--- src/rtl/pll_kick_pkg.sv ---
package pll_kick_pkg;

  localparam int REG_W     = 32;
  localparam int IDX_W     = 2;
  localparam int KICK_BIT  = 31;
  localparam int NI_LSB    = 20;
  localparam int NI_W      = 8;
  localparam int FM_BIT    = 18;
  localparam int DITH_BIT  = 17;
  localparam int CENT_BIT  = 16;
  localparam int RATE_LSB  = 8;
  localparam int RATE_W    = 7;
  localparam int DEPTH_LSB = 0;
  localparam int DEPTH_W   = 7;
  localparam int NF_W      = 25;
  localparam int FRAC_SH   = 24;
  localparam int MULT_W    = NI_W + 2 + FRAC_SH;

  typedef enum logic [IDX_W-1:0] {
    SEL_CTRL0  = 2'd0,
    SEL_CTRL1  = 2'd1,
    SEL_STATUS = 2'd2,
    SEL_NONE   = 2'd3
  } reg_sel_e;

  typedef struct packed {
    logic [NI_W-1:0]    ni;
    logic               fm;
    logic               dith;
    logic               cent;
    logic [RATE_W-1:0]  rate;
    logic [DEPTH_W-1:0] depth;
    logic [NF_W-1:0]    nf;
  } pll_cfg_t;

  // Position of a PLL's lock bit in the shared status word.
  function automatic int status_bit(input int n);
    if (n < 3)       return 8 + n - 1;
    else if (n == 3) return 8 + n;
    else             return 8 + n + 1;
  endfunction

endpackage

--- src/rtl/pll_cfg_stage.sv ---
module pll_cfg_stage
  import pll_kick_pkg::*;
(
  input  logic             clk,
  input  logic             rst,
  input  logic             wr_en,
  input  reg_sel_e         wr_sel,
  input  logic [REG_W-1:0] wr_data,
  input  logic             busy_i,
  output pll_cfg_t         cfg_o,
  output logic             kick_req_o
);

  pll_cfg_t cfg_q;
  logic     accept;
  logic     unused_bits;

  assign accept      = wr_en && !busy_i;
  assign unused_bits = ^{wr_data[30:28], wr_data[19], wr_data[15], wr_data[7]};

  always_ff @(posedge clk) begin
    if (rst) begin
      cfg_q <= '0;
    end else if (accept) begin
      case (wr_sel)
        SEL_CTRL0: begin
          cfg_q.ni    <= wr_data[NI_LSB +: NI_W];
          cfg_q.fm    <= wr_data[FM_BIT];
          cfg_q.dith  <= wr_data[DITH_BIT];
          cfg_q.cent  <= wr_data[CENT_BIT];
          cfg_q.rate  <= wr_data[RATE_LSB +: RATE_W];
          cfg_q.depth <= wr_data[DEPTH_LSB +: DEPTH_W];
        end
        SEL_CTRL1: cfg_q.nf <= wr_data[NF_W-1:0];
        default: ;
      endcase
    end
  end

  assign kick_req_o = accept && (wr_sel == SEL_CTRL0) && wr_data[KICK_BIT];
  assign cfg_o      = cfg_q;

  AST_STAGE_FROZEN: assert property (@(posedge clk) disable iff (rst)
    busy_i |=> $stable(cfg_q));

endmodule

--- src/rtl/pll_relock_timer.sv ---
module pll_relock_timer #(
  parameter int CYCLES = 64
) (
  input  logic clk,
  input  logic rst,
  input  logic kick_req_i,
  output logic busy_o,
  output logic locked_o,
  output logic done_o
);

  localparam int CNT_W = (CYCLES > 1) ? $clog2(CYCLES) : 1;
  localparam logic [CNT_W-1:0] CNT_LOAD = CNT_W'(CYCLES - 1);

  logic [CNT_W-1:0] cnt_q;
  logic             kick_q;
  logic             lock_q;

  initial begin
    AST_CYCLES_VALID: assert (CYCLES >= 1);
  end

  assign done_o = kick_q && (cnt_q == '0);

  always_ff @(posedge clk) begin
    if (rst) begin
      cnt_q  <= '0;
      kick_q <= 1'b0;
      lock_q <= 1'b1;
    end else if (kick_q) begin
      if (cnt_q == '0) begin
        kick_q <= 1'b0;
        lock_q <= 1'b1;
      end else begin
        cnt_q <= cnt_q - 1'b1;
      end
    end else if (kick_req_i) begin
      kick_q <= 1'b1;
      lock_q <= 1'b0;
      cnt_q  <= CNT_LOAD;
    end
  end

  assign busy_o   = kick_q;
  assign locked_o = lock_q;

  AST_LOCK_RISE: assert property (@(posedge clk) disable iff (rst)
    $rose(lock_q) |-> ($past(kick_q) && !kick_q));
  AST_CNT_BOUND: assert property (@(posedge clk) disable iff (rst)
    cnt_q <= CNT_LOAD);
  AST_KICK_DROPS_LOCK: assert property (@(posedge clk) disable iff (rst)
    (kick_req_i && !kick_q) |=> (kick_q && !lock_q));

endmodule

--- src/rtl/pll_mult_calc.sv ---
module pll_mult_calc
  import pll_kick_pkg::*;
(
  input  logic              clk,
  input  logic              rst,
  input  logic              done_i,
  input  pll_cfg_t          cfg_i,
  output pll_cfg_t          act_o,
  output logic [MULT_W-1:0] mult_o
);

  localparam logic [MULT_W-1:0] MULT_RST = MULT_W'(1) << (FRAC_SH + 1);

  pll_cfg_t          act_q;
  logic [MULT_W-1:0] mult_q;
  logic [MULT_W-1:0] int_part;
  logic [MULT_W-1:0] frac_part;

  always_comb begin
    int_part  = (MULT_W'(cfg_i.ni) + MULT_W'(1)) << (FRAC_SH + 1);
    frac_part = cfg_i.fm ? MULT_W'(cfg_i.nf) : '0;
  end

  always_ff @(posedge clk) begin
    if (rst) begin
      act_q  <= '0;
      mult_q <= MULT_RST;
    end else if (done_i) begin
      act_q  <= cfg_i;
      mult_q <= int_part + frac_part;
    end
  end

  assign act_o  = act_q;
  assign mult_o = mult_q;

  AST_ACTIVE_HOLD: assert property (@(posedge clk) disable iff (rst)
    !done_i |=> ($stable(act_q) && $stable(mult_q)));
  AST_NO_FRAC_OFF: assert property (@(posedge clk) disable iff (rst)
    !act_q.fm |-> (mult_q[FRAC_SH-1:0] == '0));
  AST_INT_FLOOR: assert property (@(posedge clk) disable iff (rst)
    mult_q[MULT_W-1:FRAC_SH] >= ((MULT_W-FRAC_SH)'(act_q.ni) + 1'b1) * 2);

endmodule

--- src/rtl/pll_kick_regs.sv ---
module pll_kick_regs
  import pll_kick_pkg::*;
#(
  parameter int PLL_INDEX     = 1,
  parameter int RELOCK_CYCLES = 64
) (
  input  logic                 clk,
  input  logic                 rst,
  input  logic                 wr_en,
  input  logic [1:0]           wr_addr,
  input  logic [31:0]          wr_data,
  input  logic                 rd_en,
  input  logic [1:0]           rd_addr,
  output logic                 rd_valid,
  output logic [31:0]          rd_data,
  output logic [7:0]           act_int_mult,
  output logic                 act_frac_en,
  output logic [24:0]          act_frac,
  output logic [2:0]           act_spread_mode,
  output logic [6:0]           act_mod_rate,
  output logic [6:0]           act_mod_depth,
  output logic [33:0]          eff_mult
);

  localparam int STAT_IDX = status_bit(PLL_INDEX);

  pll_cfg_t          cfg_s;
  pll_cfg_t          act_s;
  logic              kick_req;
  logic              busy;
  logic              locked;
  logic              done;
  logic [REG_W-1:0]  ctrl0_w;
  logic [REG_W-1:0]  ctrl1_w;
  logic [REG_W-1:0]  status_w;
  logic [REG_W-1:0]  rd_next;
  logic [REG_W-1:0]  rd_q;
  logic              rd_v_q;
  logic [MULT_W-1:0] mult_s;

  initial begin
    AST_INDEX_RANGE: assert (PLL_INDEX >= 1 && STAT_IDX < REG_W);
  end

  pll_cfg_stage u_stage (
    .clk        (clk),
    .rst        (rst),
    .wr_en      (wr_en),
    .wr_sel     (reg_sel_e'(wr_addr)),
    .wr_data    (wr_data),
    .busy_i     (busy),
    .cfg_o      (cfg_s),
    .kick_req_o (kick_req)
  );

  pll_relock_timer #(.CYCLES(RELOCK_CYCLES)) u_timer (
    .clk        (clk),
    .rst        (rst),
    .kick_req_i (kick_req),
    .busy_o     (busy),
    .locked_o   (locked),
    .done_o     (done)
  );

  pll_mult_calc u_calc (
    .clk    (clk),
    .rst    (rst),
    .done_i (done),
    .cfg_i  (cfg_s),
    .act_o  (act_s),
    .mult_o (mult_s)
  );

  always_comb begin
    ctrl0_w                            = '0;
    ctrl0_w[KICK_BIT]                  = busy;
    ctrl0_w[NI_LSB +: NI_W]            = cfg_s.ni;
    ctrl0_w[FM_BIT]                    = cfg_s.fm;
    ctrl0_w[DITH_BIT]                  = cfg_s.dith;
    ctrl0_w[CENT_BIT]                  = cfg_s.cent;
    ctrl0_w[RATE_LSB +: RATE_W]        = cfg_s.rate;
    ctrl0_w[DEPTH_LSB +: DEPTH_W]      = cfg_s.depth;
    ctrl1_w                            = '0;
    ctrl1_w[NF_W-1:0]                  = cfg_s.nf;
  end

  for (genvar b = 0; b < REG_W; b++) begin : g_stat
    if (b == STAT_IDX) begin : g_lock
      assign status_w[b] = locked;
    end else begin : g_zero
      assign status_w[b] = 1'b0;
    end
  end

  always_comb begin
    case (reg_sel_e'(rd_addr))
      SEL_CTRL0:  rd_next = ctrl0_w;
      SEL_CTRL1:  rd_next = ctrl1_w;
      SEL_STATUS: rd_next = status_w;
      default:    rd_next = '0;
    endcase
  end

  always_ff @(posedge clk) begin
    if (rst) begin
      rd_q   <= '0;
      rd_v_q <= 1'b0;
    end else begin
      rd_v_q <= rd_en;
      if (rd_en) rd_q <= rd_next;
    end
  end

  assign rd_valid        = rd_v_q;
  assign rd_data         = rd_q;
  assign act_int_mult    = act_s.ni;
  assign act_frac_en     = act_s.fm;
  assign act_frac        = act_s.nf;
  assign act_spread_mode = {act_s.fm, act_s.dith, act_s.cent};
  assign act_mod_rate    = act_s.rate;
  assign act_mod_depth   = act_s.depth;
  assign eff_mult        = mult_s;

  AST_RD_LATENCY: assert property (@(posedge clk) disable iff (rst)
    rd_v_q |-> $past(rd_en));
  AST_STATUS_SINGLE: assert property (@(posedge clk) disable iff (rst)
    (rd_v_q && $past(rd_addr) == 2'd2) |-> $onehot0(rd_q));
  AST_LOCK_VS_KICK: assert property (@(posedge clk) disable iff (rst)
    (rd_v_q && $past(rd_addr) == 2'd0 && $past(locked)) |-> !rd_q[KICK_BIT]);

endmodule

--- config.mk ---
export PLATFORM = sky130hd
export DESIGN_NAME = pll_kick_regs
export DESIGN_NICKNAME = d
export VERILOG_FILES = /design/src/rtl/pll_kick_pkg.sv /design/src/rtl/pll_cfg_stage.sv /design/src/rtl/pll_relock_timer.sv /design/src/rtl/pll_mult_calc.sv /design/src/rtl/pll_kick_regs.sv
export SDC_FILE = /design/constraint.sdc
export NUM_CORES = 1
export LEC_CHECK = 0
export ABC_AREA = 1
export BUFFER_PORTS_ARGS = -buffer_cell sky130_fd_sc_hd__buf_4
export CORE_MARGIN = 2
export CORE_UTILIZATION = 40
export DETAILED_ROUTE_END_ITERATION = 12
export SLEW_MARGIN = 20
export SYNTH_ARGS = -nofsm -noshare
export SYNTH_HDL_FRONTEND = slang
export SYNTH_SLANG_ARGS = --single-unit
--- constraint.sdc ---
create_clock -name clk -period 2.9 [get_ports clk]
set_input_delay 0 -clock clk [delete_from_list [all_inputs] [get_ports clk]]
set_output_delay 0 -clock clk [all_outputs]
set_load 0.005 [all_outputs]
==> metrics.md <==
| Metric | Value |
|---|---|
| Status | completed |
| Wirelength per Cell | 15.1 µm |
| Seq/Total Area, Yosys | 53.0% |
| Site Rows | 46 |
| # hold bufs at CTS | 33 |
| Initial core utilization | 40.9% |
| Power per cell area | 598 nW/µm² |
| Logic pwr share | 8.2% |
| GR Util met2 | 29.0% |
| Max Fanout on Critical Path | 43 |
| Hold WC Path Type | in -> reg |
| Total Power | 0.00514 W |
| Worst Setup End Kind | flop |
| Die Footprint | 17300 µm² |
| RSZ-0062 raised after global routing | no |
| Synth Cell Area | 6500 µm² |
| Fin crit period | 2340 ps |
| Layout Nets | 1024 |
| CTS Buf Count | 17 |
| IR drop worst, VDD | 0.403 mV |
| Clk slew on worst S/H paths | 60 ps |
| Area delta synth->final | 32.1% |
| Detailed placement HPWL | 12.0 mm |
| Syn Inst Count | 828 |
| Root buffer cell | clkbuf_16 |
| Final Skew | 8.99 ps |
| # fillers | 1572 |
| Critical path startpoint category | flop |
| First-pass GRT wire length | 28.5 mm |
| Largest net degree at the start of global routing | 63 |
| Net switching power | 0.00123 W |
| WP data required | 3210 ps |
| Clk buf depth | 2 |
| Vias per cell | 4.86 |
| Worst Max-Slew Pin Slew | 1060 ps |
| Die Span Y | 132 µm |
| Number of setup violations in the final report | 0 |
| Fraction of layout cells with a size suffix above 1 | 20.6% |
| Unique masters post-synth | 30 |
| Overflow after GRT | 0 |
| Peak Freq | 428 MHz |
| Synth warnings | 0 |
| Data arrival, critical path | 2650 ps |
| Pre-Repair DR Iteration Count | 5 |
| Seq cells post-synth | 172 |
| Setup tns final | 0 ps |
| # diodes | 0 |
| Max Cap Viol | 0 |
| CTS sink cnt | 172 |
| # DRC | 0 |
| Clock network fraction of total power | 42.9% |
| DRT antenna net count | 0 |
| Met3 usage | 4.82% |
| Top Usage Layer GRT | met1 |
| DR vias | 5881 |
| Reg area | 3440 µm² |
| GR met1 Demand/Resource | 31.5% |
| Period utilization | 80.6% |
| Port Buffers | 151 |
| Sw Share | 24.0% |
| Global placer's final weighted congestion | 0.816 |
| Fin. Hold Viols | 0 |
| Slew headroom | 29.5% |
| Top-level I/O count | 158 |
| Lkg Pwr | 3.66 nW |
| Vias in the first global route | 5142 |
| Seq pwr share | 48.9% |
| Drt total wl | 18.3 mm |
| Post-CTS Setup Repair Bufs | 0 |
| Internal | 0.00391 W |
| Multi-input logic area | 2520 µm² |
| First DRT Iteration DRCs | 371 |
| Tot GR Track Use | 20.7% |
| Core footprint | 15900 µm² |
| Initial antenna violation count | 0 |
| Setup CP Type | reg -> reg |
| Worst-skew pair later-pin latency | 430 ps |
| Pins Over Slew Limit | 0 |
| # H-tree levels | 4 |
| Die width | 132 µm |
| Resized cells post-CTS | 0 |
| Syn Area/Cell | 7.85 µm² |
| CTS tree | done |
-- Yosys cell counts --
master    instances  area share, %
a21oi_1         110            8.5
a31o_2            3           0.40
a41oi_1           1           0.13
buf_1             1          0.058
buf_2            15            1.2
buf_4             5           0.58
buf_6             5           0.87
clkbuf_1         33            1.9
clkbuf_2          1          0.077
clkinv_1          1          0.058
conb_1            1          0.058
dfxtp_1         172             53
ha_1              3           0.58
inv_1            60            3.5
inv_2             5           0.29
nand2_1         129            7.4
nand2_2           3           0.29
nand3_1          38            2.9
nand4_1           2           0.19
nand4_2           1           0.19
nor2_1          102            5.9
nor2_2            1          0.096
nor2_4            1           0.17
nor3_4            1           0.25
nor4_1            1          0.096
o21ai_0         112            8.6
o221ai_1         15            2.0
or2_2             1          0.096
xnor2_1           1           0.13
xor2_1            4           0.54
-- path summary, 6_finish.rpt --
path	start	end	slack (ps)	cells past startpoint
max	u_timer.busy_o	u_stage.cfg_o[32]	560	7
min	wr_addr[1]	u_stage.cfg_o[31]	10	4
max reg2reg	u_timer.busy_o	u_stage.cfg_o[32]	560	7
min reg2reg	u_calc.act_o[2]	u_calc.act_o[2]	460	2
-- worst max-delay path, cell delays in order, from the launching register on --
cell and delay (ps):
dfxtp_1 370, inv_2 120, nand2_2 70, nor3_4 390
inv_2 430, nor2_1 220, nor2_1 60, dlygate4sd3_1 550
-- sequential cells by signal, summed over array words and instances, names as in the netlist --
name,count
rd_data,29
rd_valid,1
u_timer.busy_o,1
u_timer.locked_o,1
u_calc.mult_o,34
u_timer.cnt_q,6
u_stage.cfg_o,50
u_calc.act_o,50
-- cell usage in the layout (no fill, tap or decap), types with 4 or more instances in the layout --
cell and count:
nand2_1 129, nand3_1 38, clkinvlp_4 5, a21oi_1 110
clkbuf_8 4, dfxtp_1 172, inv_1 59, dlygate4sd3_1 33
o221ai_1 15, clkbuf_16 17, o21ai_0 112, inv_2 6
buf_4 158, xor2_1 4, nor2_1 102
-- per-layer routing --
layer  routed length (µm)  vias to the layer above
met5                    0                        -
met4                  194                        0
met3                 1160                       12
met2                 7720                      164
met1                 9220                     2683
li1                     -                     3022
-- stage by stage --
| stage | std cells | hold WS [ps] | setup slack [ps] | instance area [µm²] | util [%] |
|---|---|---|---|---|---|
| 2_1_floorplan | 830 | 135 | 1500 | 6510 | - |
| 3_3_place_gp | 1145 | 233 | 992 | 7680 | 48.4 |
| 3_5_place_dp | 1145 | 242 | 958 | 7680 | 48.4 |
| 4_1_cts | 1210 | 3.48 | 531 | 8590 | 54.1 |
| 5_1_grt | 1210 | 32.1 | 423 | 8590 | 54.1 |
| 6_report | 1210 | 12.7 | 563 | 8590 | 54.1 |
-- logic make-up (layout without fill, tap and decap cells) --
family / after synthesis / in the layout / synth area share, %
compound gates: 241 / 241 / 19.6
flops: 172 / 172 / 53.0
fa+ha+maj: 3 / 3 / 0.577
other cells: 1 / 3 / 0.0577
simple gates: 280 / 280 / 17.6
xor+xnor: 5 / 5 / 0.673
buf+inv: 126 / 290 / 8.45
-- power groups by stage --
stage | clock, W | combinational [W] | sequential, W
after floorplan | 0 | 0.000227 | 0.00254
after global placement | 0 | 0.000382 | 0.00257
after detailed placement | 0 | 0.000385 | 0.00257
after CTS | 0.00225 | 0.000423 | 0.00251
after global routing | 0.00234 | 0.000469 | 0.00252
final | 0.00221 | 0.000420 | 0.00251
-- layout make-up --
type,count,share of cell area (%)
Clock buffer,24,5.72
Clock inverter,8,0.990
Inverter,66,2.88
Multi-Input combinational cell,532,29.3
Sequential cell,172,40.1
Tap cell,216,3.15
Timing Repair Buffer,192,17.9
No activity file was read; power rests on OpenSTA's default activity.
